<file path="src/rtl/pp_ep_pkg.sv">
package pp_ep_pkg;
    typedef enum logic [1:0] {
        XT_BULK = 2'd0,
        XT_INTR = 2'd1,
        XT_ISO  = 2'd2,
        XT_RSVD = 2'd3
    } xfer_t;

    typedef enum logic [1:0] {
        RSP_NONE  = 2'd0,
        RSP_GRANT = 2'd1,
        RSP_NAK   = 2'd2,
        RSP_DROP  = 2'd3
    } rsp_t;
endpackage

</file>
<file path="src/rtl/pp_ep_limit.sv">
module pp_ep_limit
    import pp_ep_pkg::*;
#(
    parameter int BULK_MAX = 512,
    parameter int INTR_MAX = 64,
    parameter int ISO_MAX  = 1024,
    parameter int CNT_W    = 11
) (
    input  xfer_t              typ,
    input  logic [CNT_W-1:0]   req,
    output logic [CNT_W-1:0]   eff
);
    localparam logic [CNT_W-1:0] LIM_BULK = CNT_W'(BULK_MAX);
    localparam logic [CNT_W-1:0] LIM_INTR = CNT_W'(INTR_MAX);
    localparam logic [CNT_W-1:0] LIM_ISO  = CNT_W'(ISO_MAX);

    logic [CNT_W-1:0] lim;

    always_comb begin
        unique case (typ)
            XT_INTR: lim = LIM_INTR;
            XT_ISO:  lim = LIM_ISO;
            default: lim = LIM_BULK;
        endcase
        eff = (req > lim) ? lim : req;
    end
endmodule

</file>
<file path="src/rtl/pp_ep_slot.sv">
module pp_ep_slot #(
    parameter int CNT_W = 11
) (
    input  logic             clk,
    input  logic             rst_n,
    input  logic             clr,
    input  logic             take,
    input  logic [CNT_W-1:0] take_cnt,
    input  logic             set,
    input  logic [CNT_W-1:0] set_cnt,
    output logic             rdy,
    output logic [CNT_W-1:0] cnt
);
    typedef struct packed {
        logic             rdy;
        logic [CNT_W-1:0] cnt;
    } slot_t;

    slot_t slot_d, slot_q;

    always_comb begin
        slot_d = slot_q;
        if (clr) begin
            slot_d.rdy = 1'b0;
            slot_d.cnt = '0;
        end else if (take) begin
            slot_d.rdy = 1'b0;
            slot_d.cnt = take_cnt;
        end else if (set) begin
            slot_d.rdy = 1'b1;
            slot_d.cnt = set_cnt;
        end
    end

    always_ff @(posedge clk) begin
        if (!rst_n) slot_q <= '0;
        else        slot_q <= slot_d;
    end

    assign rdy = slot_q.rdy;
    assign cnt = slot_q.cnt;
endmodule

</file>
<file path="src/rtl/pp_ep_ctrl.sv">
module pp_ep_ctrl
    import pp_ep_pkg::*;
#(
    parameter int BULK_MAX = 512,
    parameter int INTR_MAX = 64,
    parameter int ISO_MAX  = 1024,
    parameter int CNT_W    = $clog2(ISO_MAX + 1)
) (
    input  logic               clk,
    input  logic               rst_n,
    input  logic               cfg_we,
    input  logic               cfg_dir_in,
    input  logic [1:0]         cfg_type,
    input  logic [CNT_W-1:0]   cfg_size,
    input  logic               rdy_we,
    input  logic               rdy_sel,
    input  logic [CNT_W-1:0]   rdy_cnt,
    input  logic               eng_req,
    input  logic               eng_done,
    input  logic               eng_ok,
    input  logic [CNT_W-1:0]   eng_len,
    output logic               eng_rsp_vld,
    output logic [1:0]         eng_rsp,
    output logic               eng_buf,
    output logic [CNT_W-1:0]   eng_tx_cnt,
    output logic [1:0]         buf_rdy,
    output logic [2*CNT_W-1:0] buf_cnt,
    output logic               ep_next,
    output logic [CNT_W-1:0]   ep_size
);
    localparam int NBUF = 2;

    typedef struct packed {
        logic             dir_in;
        xfer_t            typ;
        logic [CNT_W-1:0] size;
        logic             nxt;
        logic             busy;
        logic             gbuf;
        logic             rsp_vld;
        rsp_t             rsp;
        logic             rbuf;
        logic [CNT_W-1:0] txcnt;
    } ctl_t;

    ctl_t st_d, st_q;

    logic [CNT_W-1:0] cfg_eff;
    logic [NBUF-1:0]  s_clr, s_take, s_set, s_rdy;
    logic [CNT_W-1:0] s_take_cnt, s_set_cnt;
    logic [CNT_W-1:0] s_cnt [NBUF];

    pp_ep_limit #(
        .BULK_MAX (BULK_MAX),
        .INTR_MAX (INTR_MAX),
        .ISO_MAX  (ISO_MAX),
        .CNT_W    (CNT_W)
    ) u_limit (
        .typ (xfer_t'(cfg_type)),
        .req (cfg_size),
        .eff (cfg_eff)
    );

    for (genvar b = 0; b < NBUF; b++) begin : g_slot
        pp_ep_slot #(.CNT_W(CNT_W)) u_slot (
            .clk      (clk),
            .rst_n    (rst_n),
            .clr      (s_clr[b]),
            .take     (s_take[b]),
            .take_cnt (s_take_cnt),
            .set      (s_set[b]),
            .set_cnt  (s_set_cnt),
            .rdy      (s_rdy[b]),
            .cnt      (s_cnt[b])
        );
        assign buf_cnt[b*CNT_W +: CNT_W] = s_cnt[b];
    end

    always_comb begin
        st_d         = st_q;
        st_d.rsp_vld = 1'b0;
        st_d.rsp     = RSP_NONE;
        s_clr        = '0;
        s_take       = '0;
        s_set        = '0;
        s_take_cnt   = '0;
        s_set_cnt    = '0;

        if (cfg_we) begin
            st_d.dir_in = cfg_dir_in;
            st_d.typ    = xfer_t'(cfg_type);
            st_d.size   = cfg_eff;
            st_d.nxt    = 1'b0;
            st_d.busy   = 1'b0;
            st_d.gbuf   = 1'b0;
            s_clr       = '1;
        end else begin
            // engine side: completion when busy, request when idle
            if (st_q.busy) begin
                if (eng_done) begin
                    st_d.busy = 1'b0;
                    if (eng_ok) begin
                        s_take[st_q.gbuf] = 1'b1;
                        if (st_q.dir_in)
                            s_take_cnt = s_cnt[st_q.gbuf];
                        else
                            s_take_cnt = (eng_len > st_q.size) ? st_q.size : eng_len;
                        st_d.nxt = ~st_q.gbuf;
                    end
                end
            end else if (eng_req) begin
                st_d.rsp_vld = 1'b1;
                st_d.rbuf    = st_q.nxt;
                st_d.txcnt   = '0;
                if (s_rdy[st_q.nxt]) begin
                    st_d.rsp  = RSP_GRANT;
                    st_d.busy = 1'b1;
                    st_d.gbuf = st_q.nxt;
                    if (st_q.dir_in) st_d.txcnt = s_cnt[st_q.nxt];
                end else if (st_q.typ == XT_ISO) begin
                    st_d.rsp = RSP_DROP;
                end else begin
                    st_d.rsp = RSP_NAK;
                end
            end

            // firmware side: hand a buffer to the engine
            if (rdy_we && !(st_q.busy && (rdy_sel == st_q.gbuf))) begin
                s_set[rdy_sel] = 1'b1;
                if (st_q.dir_in)
                    s_set_cnt = (rdy_cnt > st_q.size) ? st_q.size : rdy_cnt;
            end
        end
    end

    always_ff @(posedge clk) begin
        if (!rst_n) begin
            st_q <= '0;
        end else begin
            st_q <= st_d;
        end
    end

    assign eng_rsp_vld = st_q.rsp_vld;
    assign eng_rsp     = st_q.rsp;
    assign eng_buf     = st_q.rbuf;
    assign eng_tx_cnt  = st_q.txcnt;
    assign buf_rdy     = s_rdy;
    assign ep_next     = st_q.nxt;
    assign ep_size     = st_q.size;

    logic  busy_w;
    xfer_t typ_w;
    assign busy_w = st_q.busy;
    assign typ_w  = st_q.typ;
endmodule

</file>
<file path="config.mk">
export PLATFORM = sky130hd
export DESIGN_NAME = pp_ep_ctrl
export DESIGN_NICKNAME = d
export VERILOG_FILES = /design/src/rtl/pp_ep_pkg.sv /design/src/rtl/pp_ep_limit.sv /design/src/rtl/pp_ep_slot.sv /design/src/rtl/pp_ep_ctrl.sv
export SDC_FILE = /design/constraint.sdc
export NUM_CORES = 1
export LEC_CHECK = 0
export ABC_AREA = 0
export BUFFER_PORTS_ARGS = -buffer_cell sky130_fd_sc_hd__buf_2
export CAP_MARGIN = 10
export CORE_MARGIN = 2
export CORE_UTILIZATION = 30
export DETAILED_ROUTE_END_ITERATION = 10
export GPL_TIMING_DRIVEN = 0
export SYNTH_ARGS = -nofsm -noshare
export SYNTH_HDL_FRONTEND = slang
export SYNTH_SLANG_ARGS = --single-unit
export TNS_END_PERCENT = 50
</file>
<file path="constraint.sdc">
create_clock -name clk -period 2.42 [get_ports clk]
set_clock_uncertainty 0.2 [all_clocks]
set_input_delay 0.242 -clock clk [delete_from_list [all_inputs] [get_ports clk]]
set_output_delay 0.242 -clock clk [all_outputs]
set_load 0.1 [all_outputs]
</file>
==> impl_metrics.tcl, run 1 <==
set metrics [dict create \
    outcome "complete, but fails checks" \
    violations "negative setup slack" \
    chipWidth_um 115.2 \
    reg2reg_slack_ns -0.12 \
    clk_pin_slew_ns 0.07 \
    hold_slack_ns 0.01659 \
    worstHoldEndpoint "ep_size[10]" \
    crit_type "reg2reg" \
    synth_seq_cells 56 \
    synth-edff-count 0 \
    vias 3887 \
    p_leak_uw 0.002236 \
    die_area_um2 13270 \
    synth_compound_area_share_pct 26.18 \
    cts_tree "yes" \
    cts_max_level 2 \
    initial_utilization_pct 30.75 \
    fill_cells 1202 \
    hold_violations 0 \
    drtAntennaViolNets 0 \
    pwr_density_cell_nw_per_um2 481.5 \
    drt-vias-per-instance 5.239 \
    gp_congestion 0.8742 \
    finalSetupViolCount 16 \
    synth_top_area_share_pct 30.23 \
    clock_latency_ns 0.30 \
    async_flop_share_pct 0 \
    fin_util_pct 44.46 \
    worstReg2RegEnd "g_slot[0].u_slot.cnt[5]" \
    fin_ws_ns -0.1152 \
    drc 0 \
    synth.yosys.seq_area_share_pct 30.23 \
    r2r_start "ep_size[6]" \
    yosys.area_share.simple_pct 14.88 \
    fmax_mhz 394.4 \
    synth.distinct_cells 50 \
    grt_overflow 0 \
    synthFlopType "dfxtp_1" \
    grt_pass1_vias 3668 \
    synth_area_um2 3709 \
    place_hpwl_mm 9.756 \
    clock_path_buffers 2 \
    cap_violations 0 \
    ios 95 \
    cts-root-buf "clkbuf_16" \
    nets 644 \
    min_period_ns 2.535 \
    grt_usage_pct 19.02 \
    end_kind "flip-flop" \
    synth_cells 435 \
    drt_iter0_drc 229 \
    synth_top_family_by_area "compound AO/OA/AOI/OAI gates" \
    numCtsBuffers 5 \
    worstPathMaxFanout 10 \
    numPortBuffers 94 \
    synth_fp_nets 506 \
    cts.sinks 56 \
    hp-class "in2reg" \
    wl_mm 13.32 \
    yosysWarnings 0 \
    slew_violations 0 \
    synthAdderAreaFrac_pct 9.109 \
    grt_max_degree 17 \
    wl_per_cell_um 17.95 \
    drive_gt1_share_pct 45.12 \
    synth.avg_cell_area_um2 8.525 \
    slew_headroom_pct 43.75 \
    rsz0062_at_grt "true" \
    core_um2 12060 \
    cp.arrival_ns 2.50 \
    n_antenna_cell 0 \
    firstDrtPassIters 6 \
    areaGrowthSynthToFinish_pct 44.60 \
    grt_pass1_wl_mm 19.73 \
    antenna_found_initial 0 \
    rows 40 \
    die_y_um 115.2 \
    synth_top_cell_by_area "dfxtp_1" \
    period_share_pct 104.8 \
    min_from "cfg_size[10]" \
    synth_area_leaders "dfxtp_1, ha_1, buf_4, mux2i_1, o21ai_0" \
    start_kind "flip-flop" \
    worstHoldPathCells 3 \
    muxShareOfSynthArea_pct 8.232 \
    ff2ff_path_depth 9 \
    worst_ep_required_time_ns 2.39 \
    synth-xor-area-share_pct 0 \
    worstMarginPinSlew_ns 0.8437 \
    peakVddDrop_mv 0.2410 \
]
## Yosys cell counts (2+ instances only)
master	number
nand3_1	3
and3_1	3
o311ai_1	10
o21ba_1	2
a21oi_1	11
o21ai_1	9
inv_1	25
dfxtp_1	56
buf_2	7
nor3_1	21
nor2_1	29
nor3b_1	9
mux2_2	11
clkbuf_1	20
a222oi_1	10
o21a_1	3
a211oi_1	11
mux2i_1	17
nand3b_1	2
o22ai_1	10
o32ai_2	2
nand4_1	4
ha_1	27
nand2_1	23
a22o_1	8
a22oi_1	12
nand2b_1	4
o21bai_1	2
buf_4	27
a21o_1	2
a211oi_2	4
nor2b_1	4
o21ai_0	30
## flip-flops by register name (all words and copies together), names as in the netlist
| register | cells |
|---|---|
| busy_w | 1 |
| g_slot.u_slot.cnt | 22 |
| eng_buf | 1 |
| eng_rsp_vld | 1 |
| ep_size | 11 |
| ep_next | 1 |
| st_q | 2 |
| eng_tx_cnt | 11 |
| eng_rsp | 2 |
| typ_w | 2 |
| g_slot.u_slot.rdy | 2 |
## worst max-delay path by stage
| stage | slack [ns] | depth (start not counted) | to | start |
|---|---|---|---|---|
| after floorplan | 0.17 | 9 | g_slot[1].u_slot.cnt[9] | ep_size[5] |
| after global placement | -0.34 | 9 | g_slot[0].u_slot.cnt[3] | ep_size[6] |
| after detailed placement | -0.42 | 9 | g_slot[0].u_slot.cnt[9] | ep_size[5] |
| after CTS | -0.01 | 9 | g_slot[1].u_slot.cnt[5] | ep_size[9] |
| after global routing | -0.17 | 10 | g_slot[1].u_slot.cnt[8] | ep_size[7] |
| final | -0.12 | 9 | g_slot[0].u_slot.cnt[5] | ep_size[6] |
## cells in the final DEF (no fill, tap or decap), drive strengths merged, types with 4 or more instances in the layout
master	n
buf	158
dfxtp	56
o21ai	39
nor2	29
ha	27
clkbuf	25
inv	25
nor3	24
nand2	23
mux2i	17
a211oi	15
mux2	12
a22oi	12
a21oi	11
a222oi	10
o22ai	10
nor3b	10
o311ai	10
a22o	8
dlygate4sd3	8
nor2b	4
nand2b	4
nand4	4
## through the flow
stage | instance area (µm²) | cells | setup slack [ns] | total power (µW) | setup TNS (ns)
2_1_floorplan | 3710 | 435 | 0.1707 | 1421 | 0
3_3_place_gp | 4390 | 697 | -0.3393 | 1581 | -6.084
3_5_place_dp | 4390 | 697 | -0.4159 | 1589 | -7.514
4_1_cts | 4911 | 719 | -0.01309 | 2429 | -0.01309
5_1_grt | 5363 | 742 | -0.1733 | 2677 | -2.499
6_report | 5363 | 742 | -0.1152 | 2582 | -0.7295
## metal layers
layer	routed length [µm]	part of all wire [%]	track usage [%]	up-vias
met3	897	6.7	2.478	11
li1	-	-	-	1877
met2	6485	49	33.18	162
met4	159	1.2	4.498	0
met5	0	0	0	-
met1	5779	43	24.99	1837
## power by group
part / internal (µW) / switching [µW] / total [µW]
registers: 938 / 24.7 / 963
clock network: 414 / 348 / 762
logic: 342 / 515 / 857
## cell families after synthesis
family          after synthesis
buf+inv                      81
mux                          29
flops                        56
fa+ha+maj                    27
compound gates              134
simple gates                108
## final cells by class
cell class | instances | area [µm²] | area share, %
Buffer | 54 | 346.6 | 6.463
Clock buffer | 7 | 142.6 | 2.660
Clock inverter | 1 | 7.507 | 0.1400
Inverter | 26 | 105.1 | 1.960
Multi-Input combinational cell | 300 | 2619 | 48.83
Sequential cell | 56 | 1160 | 21.63
Tap cell | 168 | 210.2 | 3.920
Timing Repair Buffer | 130 | 772.0 | 14.40
## worst max-delay path, stage by stage, from the launching register on
cell      delay [ns]
dfxtp_4         0.41
inv_4           0.06
ha_4            0.27
nand4_1         0.19
buf_4           0.21
nor3_4          0.25
clkbuf_4        0.32
nor3_1          0.09
nor3b_1         0.30
a211oi_1        0.10
## what timing repair did
action | CTS | global route
buffers inserted | 4 | 21
pin swaps | 13 | 20
gates cloned | 3 | 2
hold buffers | 8 | 0
gates resized for setup | 64 | 66
hold endpoints to repair | 8 | 0
setup endpoints to repair | 22 | 23
(Power assumes the default switching activity.)
==> run 2: changes to the inputs <==
Clock period 2.42 ns to 3.26 ns, I/O delays scaled along.
==> run 2 against run 1 <==
Net effect:
- the flow now finishes without violations
- critical path depth stayed put
- sequential share of layout area is 3.1 points higher
- clock-buffer cell count stayed put
- final cell count is 5.0% lower
- first-iteration DRC count is 28% lower
- combinational power is 48% lower
- routed wire length is 12% lower
- fmax is 8.8% lower
- clock power is 27% lower
==> impl_metrics.tcl, run 2 (synthesis results as in run 1) <==
set metrics [dict create \
    combPwrFrac_pct 25.9 \
    largest_reg_flops 22 \
    p_sw_share_pct 32.81 \
    slew_headroom_pct 52.62 \
    clkPwrFrac_pct 32.2 \
    hp-class "in2reg" \
    vias 3575 \
    p_total_uw 1719 \
    final_cell_mix "buf_2, dfxtp_1, o21ai_0, nor2_1" \
    crit_type "reg2reg" \
    worst_ep_required_time_ns 3.22 \
    end_kind "flip-flop" \
    worstMarginPinSlew_ns 0.7081 \
    core_um2 12060 \
    globalRouteMet1Util_pct 24.06 \
    chipWidth_um 115.2 \
    antenna_found_initial 0 \
    die_y_um 115.2 \
    clock_path_buffers 2 \
    peakVddDrop_mv 0.1953 \
    drtAntennaViolNets 0 \
    start_kind "flip-flop" \
    grt_usage_pct 17.82 \
    busiest_layer "met2" \
    grt_overflow 0 \
    fin_ws_ns 0.4810 \
    fmax_mhz 359.8 \
    grt_max_degree 17 \
    final_common_cell "buf_2" \
    grt_use_met3_pct 3.321 \
    pre_cts_slack_ns 0.4744 \
    finalSetupViolCount 0 \
    ios 95 \
    worstPathMaxFanout 10 \
    hold_violations 0 \
    pwr-share-seq_pct 41.9 \
    place_hpwl_mm 9.761 \
    firstDrtPassIters 5 \
    slew_violations 0 \
    power_switching_uw 564.0 \
    drc 0 \
    clk_pin_slew_ns 0.07 \
    cp.arrival_ns 2.74 \
    period_share_pct 85.25 \
    grt_util_met2_pct 28.75 \
    post_cts_buffers 0 \
    wl_per_cell_um 16.54 \
    cts.hold.buffers_added 0 \
    cts_max_level 2 \
    outcome "finished clean" \
    wl_mm 11.66 \
    drt_iter0_drc 164 \
    p_leak_uw 0.001969 \
    numCtsBuffers 5 \
    numPortBuffers 94 \
    cts_tree "yes" \
    clock_latency_ns 0.30 \
    grt_pass1_wl_mm 18.35 \
    rsz0062_at_grt "false" \
    nets 607 \
    gp_congestion 0.8873 \
    drt-vias-per-instance 5.071 \
    cts-root-buf "clkbuf_16" \
    cts.sinks 56 \
    initial_utilization_pct 30.75 \
    internal-power_uw 1155 \
    grt_pass1_vias 3399 \
    die_area_um2 13270 \
    ctsResizeCount 0 \
    n_antenna_cell 0 \
    min_period_ns 2.779 \
    drive_gt1_share_pct 29.24 \
    tns_ns 0 \
    pwr_density_cell_nw_per_um2 378.6 \
    rows 40 \
    cap_violations 0 \
    areaGrowthSynthToFinish_pct 22.40 \
]
run 2: final cells by class:
class | count | area (µm²)
Fill cell | 1281 | 7522
Inverter | 26 | 97.59
Clock buffer | 7 | 142.6
Tap cell | 168 | 210.2
Clock inverter | 1 | 7.507
Buffer | 55 | 324.1
Sequential cell | 56 | 1121
Multi-Input combinational cell | 298 | 2166
Timing Repair Buffer | 94 | 470.5
run 2: stage by stage:
step	hold slack, ns	utilization, %	instances	instance area (µm²)
6_report	0.04888	37.63	705	4539
3_5_place_dp	0.2532	36.39	697	4389
4_1_cts	0.04514	37.63	705	4539
3_3_place_gp	0.2495	36.39	697	4389
2_1_floorplan	0.2517	-	435	3709
5_1_grt	0.05297	37.63	705	4539
run 2: worst paths after layout:
check	start	to	slack, ns	cells after the start
worst min-delay path	cfg_size[7]	ep_size[7]	0.05	2
worst max-delay path	ep_size[6]	g_slot[0].u_slot.cnt[9]	0.48	9
worst max register to register	ep_size[6]	g_slot[0].u_slot.cnt[9]	0.48	9
worst min register to register	eng_buf	eng_buf	0.26	2
run 2: power by group through the flow:
stage / clock, µW / combinational, µW / sequential [µW]
4_1_cts: 569 / 445 / 720
6_report: 554 / 445 / 720
3_3_place_gp: 0 / 439 / 735
5_1_grt: 599 / 487 / 722
3_5_place_dp: 0 / 444 / 736
2_1_floorplan: 0 / 301 / 754
run 2: critical path, cell delays in order, from the launching register on:
cell and delay [ns]:
dfxtp_1 0.48, inv_1 0.13, ha_1 0.33, a41oi_2 0.18, o21ai_1 0.11, a211oi_2 0.40
buf_2 0.29, nor3_1 0.07, nor3b_1 0.36, a211oi_2 0.09
run 2: layer usage:
layer  vias to the layer above  share of wire (%)
met5                         -                  0
met4                         0                1.7
met3                        13                6.5
met2                       144                 46
met1                      1624                 46
li1                       1794                  -
